**src/rtl/pcmsel_pkg.sv**
```systemverilog
package pcmsel_pkg;

    typedef enum logic [1:0] {
        CH_OFF,
        CH_LEFT,
        CH_RIGHT,
        CH_MIX
    } chan_t;

    typedef enum logic [1:0] {
        PS_SHUTDOWN,
        PS_STANDBY,
        PS_PLAY
    } play_st_t;

    typedef enum logic [1:0] {
        BM_LOST,
        BM_RECOVER,
        BM_ALIVE
    } bmon_st_t;

endpackage

```
**src/rtl/pcmsel_mode_decode.sv**
```systemverilog
module pcmsel_mode_decode
    import pcmsel_pkg::*;
(
    input  logic [2:0] cmp,
    output chan_t      chan
);

    always_comb begin
        unique case (cmp)
            3'b111:  chan = CH_LEFT;
            3'b011:  chan = CH_RIGHT;
            3'b001:  chan = CH_MIX;
            default: chan = CH_OFF;
        endcase
    end

endmodule

```
**src/rtl/pcmsel_mixer.sv**
```systemverilog
module pcmsel_mixer
    import pcmsel_pkg::*;
#(
    parameter int SMP_W = 16
) (
    input  chan_t            chan,
    input  logic [SMP_W-1:0] left_smp,
    input  logic [SMP_W-1:0] right_smp,
    output logic [SMP_W-1:0] mixed
);

    localparam int SUM_W = SMP_W + 1;

    logic [SUM_W-1:0] wide_sum;

    always_comb begin
        wide_sum = {left_smp[SMP_W-1], left_smp} + {right_smp[SMP_W-1], right_smp};
        unique case (chan)
            CH_LEFT:  mixed = left_smp;
            CH_RIGHT: mixed = right_smp;
            CH_MIX:   mixed = wide_sum[SUM_W-1:1];
            default:  mixed = '0;
        endcase
    end

endmodule

```
**src/rtl/pcmsel_bclk_monitor.sv**
```systemverilog
module pcmsel_bclk_monitor
    import pcmsel_pkg::*;
#(
    parameter int TIMEOUT       = 64,
    parameter int RECOVER_EDGES = 4,
    parameter int SYNC_STAGES   = 2
) (
    input  logic clk,
    input  logic rst_n,
    input  logic bclk_in,
    output logic bclk_ok
);

    localparam int IDLE_W = $clog2(TIMEOUT + 1);
    localparam int EDGE_W = $clog2(RECOVER_EDGES + 1);
    localparam logic [IDLE_W-1:0] IDLE_MAX  = IDLE_W'(TIMEOUT);
    localparam logic [EDGE_W-1:0] EDGE_GOAL = EDGE_W'(RECOVER_EDGES);

    logic [SYNC_STAGES:0] sync_q;
    logic                 bclk_rise;
    logic                 timed_out;
    logic [IDLE_W-1:0]    idle_cnt;
    logic [EDGE_W-1:0]    edge_cnt, edge_cnt_nxt;
    bmon_st_t             mon_st, mon_st_nxt;

    always_ff @(posedge clk or negedge rst_n) begin
        if (!rst_n) sync_q <= '0;
        else        sync_q <= {sync_q[SYNC_STAGES-1:0], bclk_in};
    end

    assign bclk_rise = sync_q[SYNC_STAGES-1] & ~sync_q[SYNC_STAGES];
    assign timed_out = (idle_cnt == IDLE_MAX);

    always_ff @(posedge clk or negedge rst_n) begin
        if (!rst_n)               idle_cnt <= '0;
        else if (bclk_rise)       idle_cnt <= '0;
        else if (!timed_out)      idle_cnt <= idle_cnt + 1'b1;
    end

    always_comb begin
        mon_st_nxt   = mon_st;
        edge_cnt_nxt = edge_cnt;
        unique case (mon_st)
            BM_ALIVE: begin
                if (timed_out) mon_st_nxt = BM_LOST;
            end
            BM_LOST: begin
                if (bclk_rise) begin
                    edge_cnt_nxt = EDGE_W'(1);
                    mon_st_nxt   = (EDGE_GOAL == EDGE_W'(1)) ? BM_ALIVE : BM_RECOVER;
                end
            end
            BM_RECOVER: begin
                if (timed_out) begin
                    mon_st_nxt = BM_LOST;
                end else if (bclk_rise) begin
                    edge_cnt_nxt = edge_cnt + 1'b1;
                    if (edge_cnt + 1'b1 == EDGE_GOAL) mon_st_nxt = BM_ALIVE;
                end
            end
            default: mon_st_nxt = BM_LOST;
        endcase
    end

    always_ff @(posedge clk or negedge rst_n) begin
        if (!rst_n) begin
            mon_st   <= BM_LOST;
            edge_cnt <= '0;
        end else begin
            mon_st   <= mon_st_nxt;
            edge_cnt <= edge_cnt_nxt;
        end
    end

    assign bclk_ok = (mon_st == BM_ALIVE);

endmodule

```
**src/rtl/pcm_chansel_standby.sv**
```systemverilog
module pcm_chansel_standby
    import pcmsel_pkg::*;
#(
    parameter int SMP_W         = 16,
    parameter int TIMEOUT       = 64,
    parameter int RECOVER_EDGES = 4
) (
    input  logic             clk,
    input  logic             rst_n,
    input  logic             bclk_in,
    input  logic             frame_stb,
    input  logic [SMP_W-1:0] left_smp,
    input  logic [SMP_W-1:0] right_smp,
    input  logic [2:0]       mode_cmp,
    output logic [SMP_W-1:0] mono_out,
    output logic             mono_vld,
    output logic             out_en
);

    chan_t            dec_chan;
    logic [SMP_W-1:0] mix_smp;
    logic             bclk_ok;
    play_st_t         play_st, play_st_nxt;

    pcmsel_mode_decode i_decode (
        .cmp  (mode_cmp),
        .chan (dec_chan)
    );

    pcmsel_mixer #(.SMP_W(SMP_W)) i_mixer (
        .chan      (dec_chan),
        .left_smp  (left_smp),
        .right_smp (right_smp),
        .mixed     (mix_smp)
    );

    pcmsel_bclk_monitor #(
        .TIMEOUT       (TIMEOUT),
        .RECOVER_EDGES (RECOVER_EDGES)
    ) i_monitor (
        .clk     (clk),
        .rst_n   (rst_n),
        .bclk_in (bclk_in),
        .bclk_ok (bclk_ok)
    );

    // Transition logic: an off-code strobe wins over every other condition.
    always_comb begin
        play_st_nxt = play_st;
        unique case (play_st)
            PS_SHUTDOWN: begin
                if (frame_stb && dec_chan != CH_OFF)
                    play_st_nxt = bclk_ok ? PS_PLAY : PS_STANDBY;
            end
            PS_STANDBY: begin
                if (frame_stb && dec_chan == CH_OFF)
                    play_st_nxt = PS_SHUTDOWN;
                else if (frame_stb && bclk_ok)
                    play_st_nxt = PS_PLAY;
            end
            PS_PLAY: begin
                if (frame_stb && dec_chan == CH_OFF)
                    play_st_nxt = PS_SHUTDOWN;
                else if (!bclk_ok)
                    play_st_nxt = PS_STANDBY;
            end
            default: play_st_nxt = PS_SHUTDOWN;
        endcase
    end

    always_ff @(posedge clk or negedge rst_n) begin
        if (!rst_n) play_st <= PS_SHUTDOWN;
        else        play_st <= play_st_nxt;
    end

    always_ff @(posedge clk or negedge rst_n) begin
        if (!rst_n) begin
            mono_out <= '0;
            mono_vld <= 1'b0;
            out_en   <= 1'b0;
        end else if (play_st_nxt == PS_PLAY) begin
            out_en   <= 1'b1;
            mono_vld <= frame_stb;
            if (frame_stb) mono_out <= mix_smp;
        end else begin
            out_en   <= 1'b0;
            mono_vld <= 1'b0;
            mono_out <= '0;
        end
    end

endmodule

```
**config.mk**
```make
export PLATFORM = sky130hd
export DESIGN_NAME = pcm_chansel_standby
export DESIGN_NICKNAME = d
export VERILOG_FILES = /design/src/rtl/pcmsel_pkg.sv /design/src/rtl/pcmsel_mode_decode.sv /design/src/rtl/pcmsel_mixer.sv /design/src/rtl/pcmsel_bclk_monitor.sv /design/src/rtl/pcm_chansel_standby.sv
export SDC_FILE = /design/constraint.sdc
export NUM_CORES = 1
export LEC_CHECK = 0
export ABC_AREA = 1
export BUFFER_PORTS_ARGS = -buffer_cell sky130_fd_sc_hd__buf_2
export CORE_MARGIN = 3
export CORE_UTILIZATION = 25
export DETAILED_ROUTE_END_ITERATION = 7
export GPL_ROUTABILITY_DRIVEN = 0
export HOLD_SLACK_MARGIN = 0.02
export MAX_ROUTING_LAYER = met4
export SLEW_MARGIN = 10
export SYNTH_ARGS = -nofsm -noshare
export SYNTH_HDL_FRONTEND = slang
export SYNTH_SLANG_ARGS = --single-unit
```
**constraint.sdc**
```tcl
create_clock -name clk -period 3.8 [get_ports clk]
set_input_delay 0.19 -clock clk [delete_from_list [all_inputs] [get_ports clk]]
set_output_delay 0.19 -clock clk [all_outputs]
set_load 0.03 [all_outputs]
```
# Yosys cells after proc, flatten, opt, wreduce, memory -nomap -nowiden
# Cells that the tools add are included.
[word_totals]
in_bits = 39
reg_bits = 35
[classes]
n_eq_ne = 21
reduce_logical = 10
n_addsub = 3
muxes = 25
bitwise_logic = 2
[op_table]
columns = ["op", "n"]
rows = [
  ["$pmux 16 s3", 1],
  ["$mux 16", 2],
  ["$mux 2", 11],
  ["$pmux 2 s3", 3],
  ["$add 16x16->17", 1],
  ["$mux 7", 2],
  ["$eq 2x2->1 const B", 5],
  ["$mux 3", 3],
  ["$ne 2x1->1 const B", 4],
  ["$reduce_and 4->1", 2],
  ["$add 7x1->7 const B", 1],
  ["$eq 7x7->1 const B", 1],
  ["$eq 2x1->1 const B", 3],
  ["$eq 3x3->1 const B", 2],
  ["$logic_not 2->1", 3],
  ["$ne 3x1->1 const B", 2],
  ["$pmux 3 s2", 1],
  ["$ne 2x2->1 const B", 2],
  ["$reduce_bool 2->1", 2],
  ["$add 3x1->3 const B", 1],
  ["$eq 3x1->1 const B", 1],
  ["$eq 3x2->1 const B", 1],
  ["$logic_and 1x1->1", 3],
  ["$mux 1", 2],
  ["2 further kinds", 2],
]

# Longest topological paths before layout
[logic_depth]
word_depth = 8
mapped_depth = 14
mapped_depth_nobuf = 14

# By module
# A second synthesis with hierarchy kept.
[unflattened]
cells_unflattened = 456
hier_area_um2 = 2965.3
[by_module_without_submodules]
columns = ["mod", "area_each_um2", "seq_area_each_um2", "n_inst", "cells_per_inst"]
rows = [
  ["pcmsel_mixer", 1308.8, 0.0, 1, 268],
  ["pcm_chansel_standby", 867.1, 500.5, 1, 97],
  ["pcmsel_bclk_monitor", 760.7, 375.4, 1, 84],
  ["pcmsel_mode_decode", 28.8, 0.0, 1, 7],
]

# Least setup slack after synthesis
# No wires, ideal clock.
[synth_path]
kind = "input port to flip-flop"
from = "input left_smp[1]"
to = "register mono_out[13]"
cell_stages = 14
slack_ps = 2315
required_time_ps = 3683
n_path_buf = 0
arrival_ps = 1368
path_cell_list = "inv_1 fa_1 inv_1 nand2_1 nand2_1 nand3_1 nand2_1 nand2_1 nand2_1 nand2_1 nand3_1 nand2_1 nand2_1 nand2_1"
[synth_between]
elab_chain_cells = 4
[synth_lines]
columns = ["item", "line", "text"]
rows = [
  ["from (decl)", "pcm_chansel_standby.sv:12", "input logic [SMP_W-1:0] left_smp,"],
  ["$add 16x16->17", "pcmsel_mixer.sv:17", "wide_sum = {left_smp[SMP_W-1], left_smp} + {right_smp[SMP_W-1], right_smp};"],
  ["$pmux 16 s3", "pcmsel_mixer.sv:18", "unique case (chan)"],
  ["$mux 16", "pcm_chansel_standby.sv:84", "if (frame_stb) mono_out <= mix_smp;"],
  ["$mux 16", "pcm_chansel_standby.sv:81", "end else if (play_st_nxt == PS_PLAY) begin"],
  ["to (signal assigned)", "pcm_chansel_standby.sv:84", ""],
  ["to (decl)", "pcm_chansel_standby.sv:15", "output logic [SMP_W-1:0] mono_out,"],
]
# Every way passes these cells. The select of a mux whose other input is x is not followed.
# A chain may end at the register's enable or synchronous reset.

# Final worst setup path
[layout_path]
from = "register i_monitor.idle_cnt[0]"
to = "register i_monitor.mon_st[0]"
[layout_between]
elab_chain_cells = 3
word_cells_on_any_way = 7
classes_between = "eq/ne (4); mux (2); reduce/logical (1)"
[layout_lines]
columns = ["item", "line", "text"]
rows = [
  ["from (decl)", "pcmsel_bclk_monitor.sv:22", "logic [IDLE_W-1:0] idle_cnt;"],
  ["from (signal assigned)", "pcmsel_bclk_monitor.sv:37", "else if (!timed_out) idle_cnt <= idle_cnt + 1'b1;"],
  ["$eq 7x7->1 (*)", "pcmsel_bclk_monitor.sv:32", "assign timed_out = (idle_cnt == IDLE_MAX);"],
  ["$ne 3x1->1 (no source line) (tied with other cells)", "n/a", ""],
  ["$reduce_and 4->1 (no source line) / $pmux 2 s3 (equally long branches)", "n/a", ""],
  ["to (signal assigned)", "pcmsel_bclk_monitor.sv:70", "mon_st <= mon_st_nxt;"],
  ["to (decl)", "pcmsel_bclk_monitor.sv:24", "bmon_st_t mon_st, mon_st_nxt;"],
]
# Every way passes the cells marked *; elsewhere a longest branch is shown, timed or not.

==> impl_metrics.yaml <==
placement:
  numPortBuffers: 56
  hpwl_um: 5940
  pre_cts_ws_ps: 1970
sta:
  max-slew-margin-rel_pct: 27.6
  fin_setup_tns_ps: 0
  fin_crit_ps: 1730
  rsz0062_at_grt: "no"
  layout_setup_ws_ps: 2070
  setup_viol: 0
  max_slew.worst_pin.slew_ps: 1080
  finalClockSkew_ps: 6.69
  max_freq_ghz: 0.579
  min_period_over_period_pct: 45.4
  drv_slew: 0
  final_hold_viol_count: 0
  worst_hold_slack_ps: 224
synth:
  synth-async-reset-ratio_pct: 100
  ys_dominant_reg_cell: "dfrtp_1"
  syn_avg_cell_area_sq_um: 6.50
  ys_seq_area_share_pct: 32.1
  syn_inst: 420
  synth-seq-cells: 35
  synth_edf_count: 0
  synth.net_count: 479
  synth_area_sq_mm: 0.00273
  yosysWarnings: 0
  ys_types: 32
grt:
  use_met3_pct: 1.81
  grt_pass1_wl_um: 12200
  grt_use_total_pct: 12.1
  gr-max-usage-layer: "met2"
  met2_usage_pct: 19.7
  grt_max_degree: 36
  use_met1_pct: 15.8
  grt_pass1_vias: 2632
  antenna_found_initial: 0
  overflow: 0
detailed_routing:
  drc: 0
  drt-pass1-iter-count: 4
  post_drt_wl_per_cell_um: 11.7
  vias: 2759
  avgViaCountPerCell: 4.47
  drt_iter0_drc: 150
  ant_nets: 0
  wl_um: 7220
flow_run:
  max_cap_violations: 0
clock_network:
  numCtsBuffers: 5
  cts_tree: "done"
  clk_pin_slew_ps: 80
  clk_path_buf_depth: 2
  cts_max_level: 2
  cts_sinks: 35
  clk_latency_ps: 290
  cts_setup_buffers: 0
  root_buffer: "clkbuf_8"
  cts-resized-gates: 0
pwr:
  fin_total_pwr_uw: 1080
  ir_drop_mv: 0.126
  seq_power_share_pct: 42.0
  p_per_area_mw_per_mm2: 333
  p_clk_share_pct: 24.5
  swShare_pct: 37.0
  p_comb_share_pct: 33.5
  power.leakage_uw: 0.00191
  power.switching_uw: 400
  p_int_uw: 681
cells_and_area:
  drive_above_1_share_pct: 15.2
  layout_commonest_cell: "nand2_1"
  fillerInstances: 1173
  antenna_cells: 0
  area_growth_pct: 19.2
  layout_common_cells: "nand2_1 (171), inv_1 (65), buf_2 (56)"
  layout.nets: 539
floorplanning:
  start_util_pct: 26.1
  fp.coreArea_sq_mm: 0.0105
  dieArea_sq_mm: 0.0122
  die_h_um: 110
  rows: 37
  chipWidth_um: 110
  io_pins: 57
worst_setup_path:
  cp-end-kind: "flip-flop"
  criticalPathCategory: "flip-flop to flip-flop"
  crit_required_ps: 3970
  worstPathArrival_ps: 1900
  cp_max_fo: 6
  crit_path_start_kind: "flip-flop"
  reg2reg_slack_ps: 2070
outcome:
  status: "finished, final reports clean"
worst_hold_path:
  hp-class: "input port to flip-flop"
-- path summary, 6_finish.rpt --
kind,depth (start not counted),end,from
setup / recovery,11,i_monitor.mon_st[0]$_DFFE_PN0P_,i_monitor.idle_cnt[0]$_DFFE_PN0P_
hold / removal,3,play_st[0]$_DFF_PN0_,frame_stb
setup reg to reg,11,i_monitor.mon_st[0]$_DFFE_PN0P_,i_monitor.idle_cnt[0]$_DFFE_PN0P_
hold reg to reg,0,i_monitor.sync_q[1]$_DFF_PN0_,i_monitor.sync_q[0]$_DFF_PN0_
max in group asynchronous,2,i_monitor.sync_q[2]$_DFF_PN0_,rst_n
min in group asynchronous,2,i_monitor.mon_st[1]$_DFFE_PN0P_,rst_n
-- cell usage after synthesis, types with 2 or more instances --
library cell | n | area share [%]
nand3_1 | 25 | 4.6
nor2_1 | 22 | 3.0
o21ai_0 | 19 | 3.5
a21oi_1 | 16 | 2.9
inv_2 | 3 | 0.41
ha_1 | 19 | 8.7
inv_1 | 65 | 8.9
buf_2 | 2 | 0.37
a21boi_0 | 2 | 0.55
nand3b_1 | 4 | 1.1
nor3_1 | 7 | 1.3
nand2_1 | 171 | 24
a22oi_1 | 10 | 2.8
or2_2 | 2 | 0.46
dfrtp_1 | 35 | 32
buf_6 | 2 | 0.83
-- stage by stage --
| stage | util [%] | cell area (sq um) | instances |
|---|---|---|---|
| 2_1_floorplan | - | 2730 | 420 |
| 3_3_place_gp | 30.0 | 3140 | 607 |
| 3_5_place_dp | 30.0 | 3140 | 607 |
| 4_1_cts | 31.1 | 3250 | 617 |
| 5_1_grt | 31.1 | 3250 | 617 |
| 6_report | 31.1 | 3250 | 617 |
-- registers in the layout, summed over array words and instances, names as in the netlist --
name,count
play_st,2
mono_vld,1
i_monitor.sync_q,3
i_monitor.mon_st,2
out_en,1
i_monitor.edge_cnt,3
mono_out,16
i_monitor.idle_cnt,7
-- timing repair --
| item | 4_1_cts | 5_1_grt |
|---|---|---|
| endpoints found under the hold margin | 36 | 0 |
| setup endpoints to repair | 0 | 0 |
| hold buffers | 2 | 0 |
-- layer usage --
layer	part of all wire, %	routed length [um]
met4	1.6	119
met2	46	3320
met3	3.8	271
met5	0	0
met1	49	3510
-- kinds of logic (layout without fill, tap and decap cells) --
logic type	after synthesis	in the layout	share of synthesized area [%]
xor gates and xnor gates	1	1	0.321
AOI/OAI and AO/OA	55	55	12.0
and+or+nand+nor	236	236	35.5
adders and majority gates	20	20	9.45
buffers and inverters	73	134	10.7
DFF	35	35	32.1
-- power by group through the flow --
| stage | clock, uW | combinational (uW) | sequential [uW] |
|---|---|---|---|
| floorplan | 0 | 255 | 463 |
| global placement | 0 | 351 | 458 |
| detailed placement | 0 | 361 | 460 |
| CTS | 277 | 365 | 454 |
| global route | 291 | 425 | 461 |
| finish | 265 | 362 | 454 |
-- area by class of cell --
type                    instances  area, sq um  share of cell area [%]
clock inverters                 3         20.0                   0.616
multi-input cells             312         1560                    48.0
inverters                      68          255                    7.85
clock buffers                   5         68.8                    2.12
repair buffers                 58          300                    9.23
flip-flops and latches         35          876                    26.9
well taps                     136          170                    5.23
-- worst max-delay path, cell delays in order, from the launching register on --
cell     delay (ps)
dfrtp_1         390
inv_1           110
ha_1            160
nand2_1          50
nor3_1          130
nand3_1         170
inv_1           190
nand2_1         110
nand3_1          90
nand2_1          80
nand2_1          50
o21ai_0          80
(Power assumes the default switching activity.)
